### config.mk
export PLATFORM = sky130hd
export DESIGN_NAME = mke_marker_engine
export DESIGN_NICKNAME = d
export VERILOG_FILES = /design/src/rtl/mke_pkg.sv /design/src/rtl/mke_decode.sv /design/src/rtl/mke_span_cnt.sv /design/src/rtl/mke_marker_engine.sv
export SDC_FILE = /design/constraint.sdc
export NUM_CORES = 1
export LEC_CHECK = 0
export ABC_AREA = 1
export BUFFER_PORTS_ARGS = -buffer_cell sky130_fd_sc_hd__buf_4
export CORE_MARGIN = 2
export CORE_UTILIZATION = 32
export CTS_CLUSTER_DIAMETER = 100
export DETAILED_ROUTE_END_ITERATION = 10
export GPL_TIMING_DRIVEN = 0
export SYNTH_ARGS = -nofsm -noshare
export SYNTH_HDL_FRONTEND = slang
export SYNTH_SLANG_ARGS = --single-unit
### constraint.sdc
create_clock -name clk -period 2.7 [get_ports clk]
set_input_delay 0 -clock clk [delete_from_list [all_inputs] [get_ports clk]]
set_output_delay 0 -clock clk [all_outputs]
set_load 0.02 [all_outputs]
### src/rtl/mke_pkg.sv
package mke_pkg;
    localparam int WORD_W = 64;
    localparam int CNT_W  = 32;
    localparam int SPC    = 4;

    typedef enum logic [1:0] {
        OP_PLAY  = 2'd0,
        OP_WTRIG = 2'd1,
        OP_WSYNC = 2'd2,
        OP_DROP  = 2'd3
    } mop_e;

    typedef enum logic [1:0] {
        S_READY,
        S_HOLD,
        S_WTRIG,
        S_WSYNC
    } mst_e;

    typedef struct packed {
        mop_e             op;
        logic             lvl;
        logic [SPC-1:0]   xw;
        logic [CNT_W-1:0] cnt;
    } minsn_s;

    function automatic minsn_s unpack_insn(input logic [WORD_W-1:0] w);
        minsn_s r;
        r.op  = mop_e'(w[47:46]);
        r.lvl = w[32];
        r.xw  = w[36:33];
        r.cnt = w[31:0];
        return r;
    endfunction

    function automatic logic [SPC-1:0] spread(input logic b);
        return {SPC{b}};
    endfunction
endpackage

### src/rtl/mke_decode.sv
module mke_decode
    import mke_pkg::*;
(
    input  logic [WORD_W-1:0] word,
    output minsn_s            fields,
    output logic              cnt_zero
);
    always_comb begin
        fields   = unpack_insn(word);
        cnt_zero = (fields.cnt == '0);
    end
endmodule

### src/rtl/mke_span_cnt.sv
module mke_span_cnt #(
    parameter int CW = 32
) (
    input  logic          clk,
    input  logic          rst,
    input  logic          load,
    input  logic [CW-1:0] load_val,
    input  logic          dec,
    output logic          zero
);
    logic [CW-1:0] cnt_q;

    always_ff @(posedge clk) begin
        if (rst)       cnt_q <= '0;
        else if (load) cnt_q <= load_val;
        else if (dec)  cnt_q <= cnt_q - 1'b1;
    end

    assign zero = (cnt_q == '0);
endmodule

### src/rtl/mke_marker_engine.sv
module mke_marker_engine
    import mke_pkg::*;
(
    input  logic              clk,
    input  logic              rst,
    input  logic [WORD_W-1:0] fifo_data,
    input  logic              fifo_empty,
    output logic              fifo_pop,
    input  logic              trig_in,
    input  logic              sync_in,
    output logic [SPC-1:0]    mark_out,
    output logic              idle
);
    minsn_s         dec;
    logic           dec_zero;
    mst_e           st_q;
    logic [SPC-1:0] mark_q;
    logic [SPC-1:0] xw_q;
    logic           hold_lvl;
    logic           span_zero;
    logic           span_load;
    logic           span_dec;

    mke_decode u_dec (
        .word     (fifo_data),
        .fields   (dec),
        .cnt_zero (dec_zero)
    );

    assign fifo_pop  = (st_q == S_READY) && !fifo_empty;
    assign idle      = (st_q == S_READY) && fifo_empty;
    assign span_load = fifo_pop && (dec.op == OP_PLAY) && !dec_zero;
    assign span_dec  = (st_q == S_HOLD) && !span_zero;

    mke_span_cnt #(.CW(CNT_W)) u_cnt (
        .clk      (clk),
        .rst      (rst),
        .load     (span_load),
        .load_val (dec.cnt - 1'b1),
        .dec      (span_dec),
        .zero     (span_zero)
    );

    always_ff @(posedge clk) begin
        if (rst) begin
            st_q     <= S_READY;
            mark_q   <= '0;
            xw_q     <= '0;
            hold_lvl <= 1'b0;
        end else begin
            unique case (st_q)
                S_READY: begin
                    mark_q <= spread(hold_lvl);
                    if (!fifo_empty) begin
                        unique case (dec.op)
                            OP_PLAY: begin
                                hold_lvl <= dec.lvl;
                                xw_q     <= dec.xw;
                                if (dec_zero) begin
                                    mark_q <= dec.xw;
                                end else begin
                                    mark_q <= spread(dec.lvl);
                                    st_q   <= S_HOLD;
                                end
                            end
                            OP_WTRIG: st_q <= S_WTRIG;
                            OP_WSYNC: st_q <= S_WSYNC;
                            default:  st_q <= S_READY;
                        endcase
                    end
                end
                S_HOLD: begin
                    if (span_zero) begin
                        mark_q <= xw_q;
                        st_q   <= S_READY;
                    end else begin
                        mark_q <= spread(hold_lvl);
                    end
                end
                S_WTRIG: begin
                    mark_q <= spread(hold_lvl);
                    if (trig_in) st_q <= S_READY;
                end
                S_WSYNC: begin
                    mark_q <= spread(hold_lvl);
                    if (sync_in) st_q <= S_READY;
                end
                default: st_q <= S_READY;
            endcase
        end
    end

    assign mark_out = mark_q;


    play_level_chk: assert property (@(posedge clk) disable iff (rst)
        (fifo_pop && dec.op == OP_PLAY && !dec_zero)
        |=> (mark_out == {SPC{$past(fifo_data[32])}}) && (st_q == S_HOLD));


    zero_count_chk: assert property (@(posedge clk) disable iff (rst)
        (fifo_pop && dec.op == OP_PLAY && dec_zero)
        |=> (mark_out == $past(fifo_data[36:33])) && (st_q == S_READY));


    trig_wait_chk: assert property (@(posedge clk) disable iff (rst)
        (st_q == S_WTRIG && !trig_in) |=> (st_q == S_WTRIG) && !fifo_pop);


    sync_wait_chk: assert property (@(posedge clk) disable iff (rst)
        (st_q == S_WSYNC && !sync_in) |=> (st_q == S_WSYNC) && !fifo_pop);


    empty_hold_chk: assert property (@(posedge clk) disable iff (rst)
        (st_q == S_READY && fifo_empty) |=> mark_out == {SPC{hold_lvl}});


    pop_ready_chk: assert property (@(posedge clk) disable iff (rst)
        (st_q == S_HOLD && span_zero && !fifo_empty) |=> fifo_pop);
endmodule

==> metrics.txt, run 1 <==
number of diodes 0; outcome finished clean; Syn Inst Count 663; Place WS -0.156 ns; CP Max Fanout 10; synthesized area per cell around 5.6 µm²; total wire length 13,300 µm; CTS buffer count 5; proportion of power drawn by combinational gates between 60 and 70%; crit path to u_cnt.cnt_q[10]$_SDFFE_PP0P_; Placed Area roughly 4300 µm²; worst min-delay path class in2reg; reg-to-reg slack, setup 0.005 ns; cells on worst reg2reg path 9; clock share of power between 10% and 20%; IO buf count 48; internal power between 2 and 2.5 mW; final antenna-violating net count 0; Initial Utilization between 30% and 40%; clk slew on worst S/H paths approximately 0.070 ns; Vias/cell slightly below 5; routed len/inst 15.3 µm; setup_tns 0 ns; Synth async-reset ratio 0%; grt met2 use about a third; Syn Nets between 700 and 800; GRT Overall Usage 21.1%; synth cell count leaders 217 x nand2_1, 98 x inv_1, 81 x nor2_1, 46 x nand3_1, 45 x o21ai_0; fin crit period between 2 and 3 ns; Hold Path Depth 3; crit path kind reg2reg; filler instances approximately 1,300; Clk Latency, worst-skew pair ~0.3 ns; Worst R2R Start u_cnt.cnt_q[25]$_SDFFE_PP0P_; Layout Area Growth over Synthesis 20.6%; P_sw between 2 and 3 mW; First DRT Iteration DRCs approximately 300; DR vias approximately 4,300; Final Setup Violations 0; fin. max-slew vios 0; design area approximately 4500 µm²; vias in the first global route between 3,000 and 4,000; total power roughly 5.1 mW; Core ar. roughly 11,000 µm²; Clock Sinks 43; PwrDens 1140 nW/µm²; largest net degree at the start of global routing 14; GRT busiest layer met2; leakage 2.37 nW; final core utilization between 30% and 40%; worst r2r dst u_cnt.cnt_q[10]$_SDFFE_PP0P_; top-count cell post-synth nand2_1; DR pass1 iterations 5; Crit. Startpoint u_cnt.cnt_q[25]$_SDFFE_PP0P_; Crit. End Element flop; Register Area around 860 µm²; Hold Violations, Final 0; GR Util met1 about 30%; # nets final 797; Ys Warns 0; Cell variety after synth 36; RD Place Congestion between 0.9 and 1; root buf cell clkbuf_16; Setup crit start kind flop; dominant cells by area after synthesis dfxtp_1 23%, nand2_1 22%, inv_1 9.9%; H-tree Lvls 2; Yosys reg bits 43; Peak Freq 0.371 GHz; Main synth FF type dfxtp_1; layout cells sized above 1 16.3%; global-route wire length before repair around 21,000 µm; Sequential Power Share between 20% and 30%; CP arrival 2.88 ns; Worst-Margin Slew between 0.6 and 0.7 ns; number of synthesized flops with an enable pin 0; top-level port count 75; Post-route DRC 0; Multi-input gate area around 2300 µm²; Synth area leader dfxtp_1; Overflow after GRT 0; GRT met3 Usage 2.94%; Sw Ratio 54.7%; Final WS setup ~0.0050 ns; Post-DP HPWL just over 10,000 µm; Post-Syn Area roughly 3700 µm²; row cnt 39; clk_skew 0.0101 ns; initial antenna violation count 0; Crit path required time around 2.9 ns; Rel. slew slack a little under three fifths; Seq/Total Area, Yosys 23.1%; Max VDD drop approximately 0.00038 V; die span in x roughly 110 µm; Max Cap Viol 0; CTS tree done; post-route clock period utilization between 90 and 100%; Max clock buf depth 2; die area ~12,000 µm²; Die Span Y roughly 110 µm; Yosys top cell area share a little under a quarter
==> critical path: stages (launching register included) <==
cell	delay [ns]
dfxtp_1	0.33
nor4_1	0.47
nand4_1	0.32
nor2_4	0.27
nor3_1	0.10
nor2_2	0.24
inv_1	0.16
clkbuf_1	0.32
o211ai_1	0.30
inv_1	0.06
==> cell families after synthesis <==
group / synth area share [%]
AND/OR/NAND/NOR: 45.3
AO/OA/AOI/OAI: 15.7
buffers and inverters: 14.1
flip-flops: 23.1
XOR/XNOR: 0.707
adder cells (fa/ha/maj): 1.01
==> layout make-up <==
cell class	instances	share of cell area, %
Inverter	105	8.85
Buffer	20	2.96
Timing Repair Buffer	55	9.43
Clock inverter	2	0.279
Clock buffer	6	2.87
Tap cell	143	3.99
Multi-Input combinational cell	495	52.4
Sequential cell	43	19.2
==> power by group through the flow <==
stage / clock (mW) / combinational [mW] / sequential (mW)
floorplan: 0 / 2.43 / 1.04
global placement: 0 / 3.21 / 1.09
detailed placement: 0 / 3.24 / 1.09
CTS: 0.630 / 3.27 / 1.08
global route: 0.661 / 3.79 / 1.11
finish: 0.634 / 3.39 / 1.09
==> timing repair <==
item / 4_1_cts / 5_1_grt
gates resized for setup: 2 / 9
pin swaps: 0 / 4
gates cloned: 0 / 0
setup buffers: 0 / 3
endpoints found under the hold margin: 4 / 0
hold buffers: 4 / 0
setup endpoints to repair: 27 / 30
==> state kept, by name (all words and copies together), names as in the netlist <==
signal / flops
hold_lvl: 1
u_cnt.cnt_q: 32
mark_out: 4
st_q: 2
xw_q: 4
==> per-stage QoR <==
| step | std cells | hold WS, ns |
|---|---|---|
| global route | 869 | 0.0225 |
| detailed placement | 854 | 0.269 |
| floorplan | 663 | 0.0399 |
| global placement | 854 | 0.262 |
| finish | 869 | 0.00503 |
| CTS | 866 | 0.0135 |
==> placed cells by master (no fill, tap or decap), types with 2 or more instances in the layout <==
cell type	n
nor2_1	79
o211ai_1	3
nand3_1	46
clkbuf_16	5
buf_4	52
nand4_1	2
xor2_1	2
dlygate4sd3_1	4
o21a_1	2
buf_2	4
a31oi_1	7
nand2_2	7
ha_1	2
nand2_4	2
clkbuf_2	3
clkbuf_1	7
o21ai_2	7
a21oi_1	20
nand3b_1	2
o21ai_1	9
inv_1	98
nor3_1	5
buf_6	6
o21ai_0	45
dfxtp_1	43
nor2_4	10
o21bai_1	4
nor4_1	6
nor2_2	10
inv_2	6
nand2_1	217
==> how the worst min path moves through the flow <==
stage | from | end
after floorplan | fifo_empty | fifo_pop
after global placement | fifo_data[33] | xw_q[0]$_SDFFE_PP0P_
after detailed placement | fifo_data[36] | xw_q[3]$_SDFFE_PP0P_
after CTS | fifo_data[32] | hold_lvl$_SDFFE_PP0P_
after global routing | fifo_data[32] | hold_lvl$_SDFFE_PP0P_
final | fifo_data[32] | hold_lvl$_SDFFE_PP0P_
==> layer usage <==
metal	share of wire, %	routed length (µm)	vias up
li1	-	-	2195
met4	2.1	274	0
met3	6.7	893	23
met2	44	5880	161
met5	0	0	-
met1	47	6270	1933
(Power assumes the default switching activity.)
==> run 2: changes to the inputs <==
Clock period 2.7 ns to 2.5 ns, I/O delays scaled along.
==> metrics.txt, run 2 (same netlist as run 1, synthesis figures left out) <==
Post-DP HPWL around 10,000 µm; fin crit period around 2.4 ns; CP Max Fanout 8; Rel. slew slack between 50% and 60%; DR pass1 iterations 6; Sw Ratio between 50% and 60%; commonest non-fill, non-tap cells in the layout 210 x nand2_1, 98 x inv_1, 72 x nor2_1, 52 x buf_4; Crit path required time between 2 and 3 ns; worst min-delay path class in2reg; Worst-Margin Slew 0.619 ns; Hold Path Depth 3; Crit. End Element flop; root buf cell clkbuf_16; final antenna-violating net count 0; Setup crit start kind flop; initial antenna violation count 0; Hold Violations, Final 0; CP arrival ~2.6 ns; GR Util met1 between 20% and 30%; Max VDD drop approximately 0.00043 V; top-level port count 75; IO buf count 48; Initial Utilization 32.7%; clk slew on worst S/H paths roughly 0.07 ns; # nets final between 700 and 800; Clock Sinks between 40 and 50; CTS tree done; cells on worst reg2reg path 15; clock share of power a little under an eighth; row cnt 39; worst r2r dst u_cnt.cnt_q[14]$_SDFFE_PP0P_; RD Place Congestion 0.965; GRT Overall Usage between 20% and 30%; die area about 12,000 µm²; routed len/inst about 15 µm; proportion of power drawn by combinational gates 67.6%; Max Cap Viol 0; Sequential Power Share roughly 21%; vias in the first global route ~4,000; DR vias 4,344; outcome finished clean; Layout Area Growth over Synthesis 24.0%; crit path kind reg2reg; PwrDens ~1300 nW/µm²; largest net degree at the start of global routing 14; hold_ws 0.00877 ns; most common cell after layout, fill and taps aside nand2_1; Overflow after GRT 0; CTS buffer count 5; Vias/cell 5.00; Worst R2R Start st_q[1]$_SDFFE_PP0P_; min-delay src fifo_data[32]; fin. max-slew vios 0; GRT busiest layer met2; Die Span Y 112 µm; Peak Freq between 0.4 and 0.5 GHz; GRT met3 Usage 2.94%; leakage 2.40 nW; Clk Latency, worst-skew pair 0.30 ns; First DRT Iteration DRCs about 340; Core ar. 11,400 µm²; global-route wire length before repair approximately 21,000 µm; Final Setup Violations 0; H-tree Lvls 2; number of diodes 0; clk_skew 0.0132 ns; post-route clock period utilization a little over nine tenths; total wire length approximately 13,000 µm; Post-route DRC 0; number of flip-flops in the largest register 32; Max clock buf depth 2; die span in x 112 µm; Top reg by flops u_cnt.cnt_q; Hold Path End hold_lvl$_SDFFE_PP0P_; final core utilization between 40% and 50%; P_sw approximately 3.2 mW; grt met2 use about a third; layout cells sized above 1 between 10% and 20%; filler instances between 1,000 and 1,500; reg-to-reg slack, setup 0.13 ns; internal power roughly 2.6 mW
## run 2: worst max-delay path, cell delays in order, from the launching register on
cell	delay [ns]
dfxtp_2	0.35
inv_2	0.07
nand2_4	0.08
nor2_4	0.12
nand2_4	0.10
nor2_8	0.18
nand2_1	0.10
o21ai_2	0.11
ha_2	0.24
nand3_2	0.12
nor2_4	0.16
nand2_2	0.10
nor2_4	0.22
xnor2_1	0.11
o21bai_1	0.13
inv_1	0.05
## run 2: worst max-delay path by stage
stage                                             from                      endpoint  slack [ns]
after floorplan                   st_q[0]$_SDFFE_PP0P_  u_cnt.cnt_q[28]$_SDFFE_PP0P_        0.26
after global placement    u_cnt.cnt_q[25]$_SDFFE_PP0P_  u_cnt.cnt_q[30]$_SDFFE_PP0P_       -0.37
after detailed placement  u_cnt.cnt_q[29]$_SDFFE_PP0P_  u_cnt.cnt_q[30]$_SDFFE_PP0P_       -0.36
after CTS                         st_q[0]$_SDFFE_PP0P_  u_cnt.cnt_q[30]$_SDFFE_PP0P_       0.002
after global routing              st_q[1]$_SDFFE_PP0P_  u_cnt.cnt_q[27]$_SDFFE_PP0P_     -0.0005
final                             st_q[1]$_SDFFE_PP0P_  u_cnt.cnt_q[14]$_SDFFE_PP0P_        0.13
## run 2: layout make-up
cell class | count | area, µm² | area share (%)
clock inverter | 2 | 12.5 | 0.271
tap | 143 | 179 | 3.88
clock buffer | 6 | 129 | 2.80
inverter | 105 | 397 | 8.60
timing repair buffer | 55 | 423 | 9.17
sequential | 43 | 862 | 18.7
buffer | 20 | 150 | 3.26
multi-input combinational | 495 | 2460 | 53.3
## run 2: power by group through the flow
stage | clock network [mW] | logic [mW] | registers (mW)
after global routing | 0.714 | 4.32 | 1.22
after CTS | 0.681 | 3.58 | 1.17
after global placement | 0 | 3.47 | 1.18
after detailed placement | 0 | 3.50 | 1.18
final | 0.676 | 3.90 | 1.19
after floorplan | 0 | 2.62 | 1.12
## run 2: per-stage QoR
step / instances / power, mW / TNS [ns] / cell area, µm² / worst slack, ns
floorplan: 663 / 3.74 / 0 / 3720 / 0.256
global placement: 854 / 4.65 / -8.84 / 4260 / -0.370
detailed placement: 854 / 4.68 / -8.63 / 4260 / -0.356
CTS: 868 / 5.43 / 0 / 4480 / 0.00226
global route: 869 / 6.26 / -0.000496 / 4610 / -0.000496
finish: 869 / 5.77 / 0 / 4610 / 0.132
## run 2: layer usage
layer | routed length [µm] | up-vias | share of wire [%]
met1 | 6120 | 1964 | 45
met2 | 6070 | 171 | 45
met4 | 201 | 0 | 1.5
li1 | - | 2192 | -
met5 | 0 | - | 0
met3 | 1080 | 17 | 8.0
## run 2: repair_timing
| item | CTS | global route |
|---|---|---|
| buffers inserted | 2 | 1 |
| resized for setup | 8 | 35 |
| setup endpoints to repair | 32 | 23 |
| pin swaps | 3 | 7 |
| hold buffers | 4 | 0 |
| endpoints found under the hold margin | 4 | 0 |
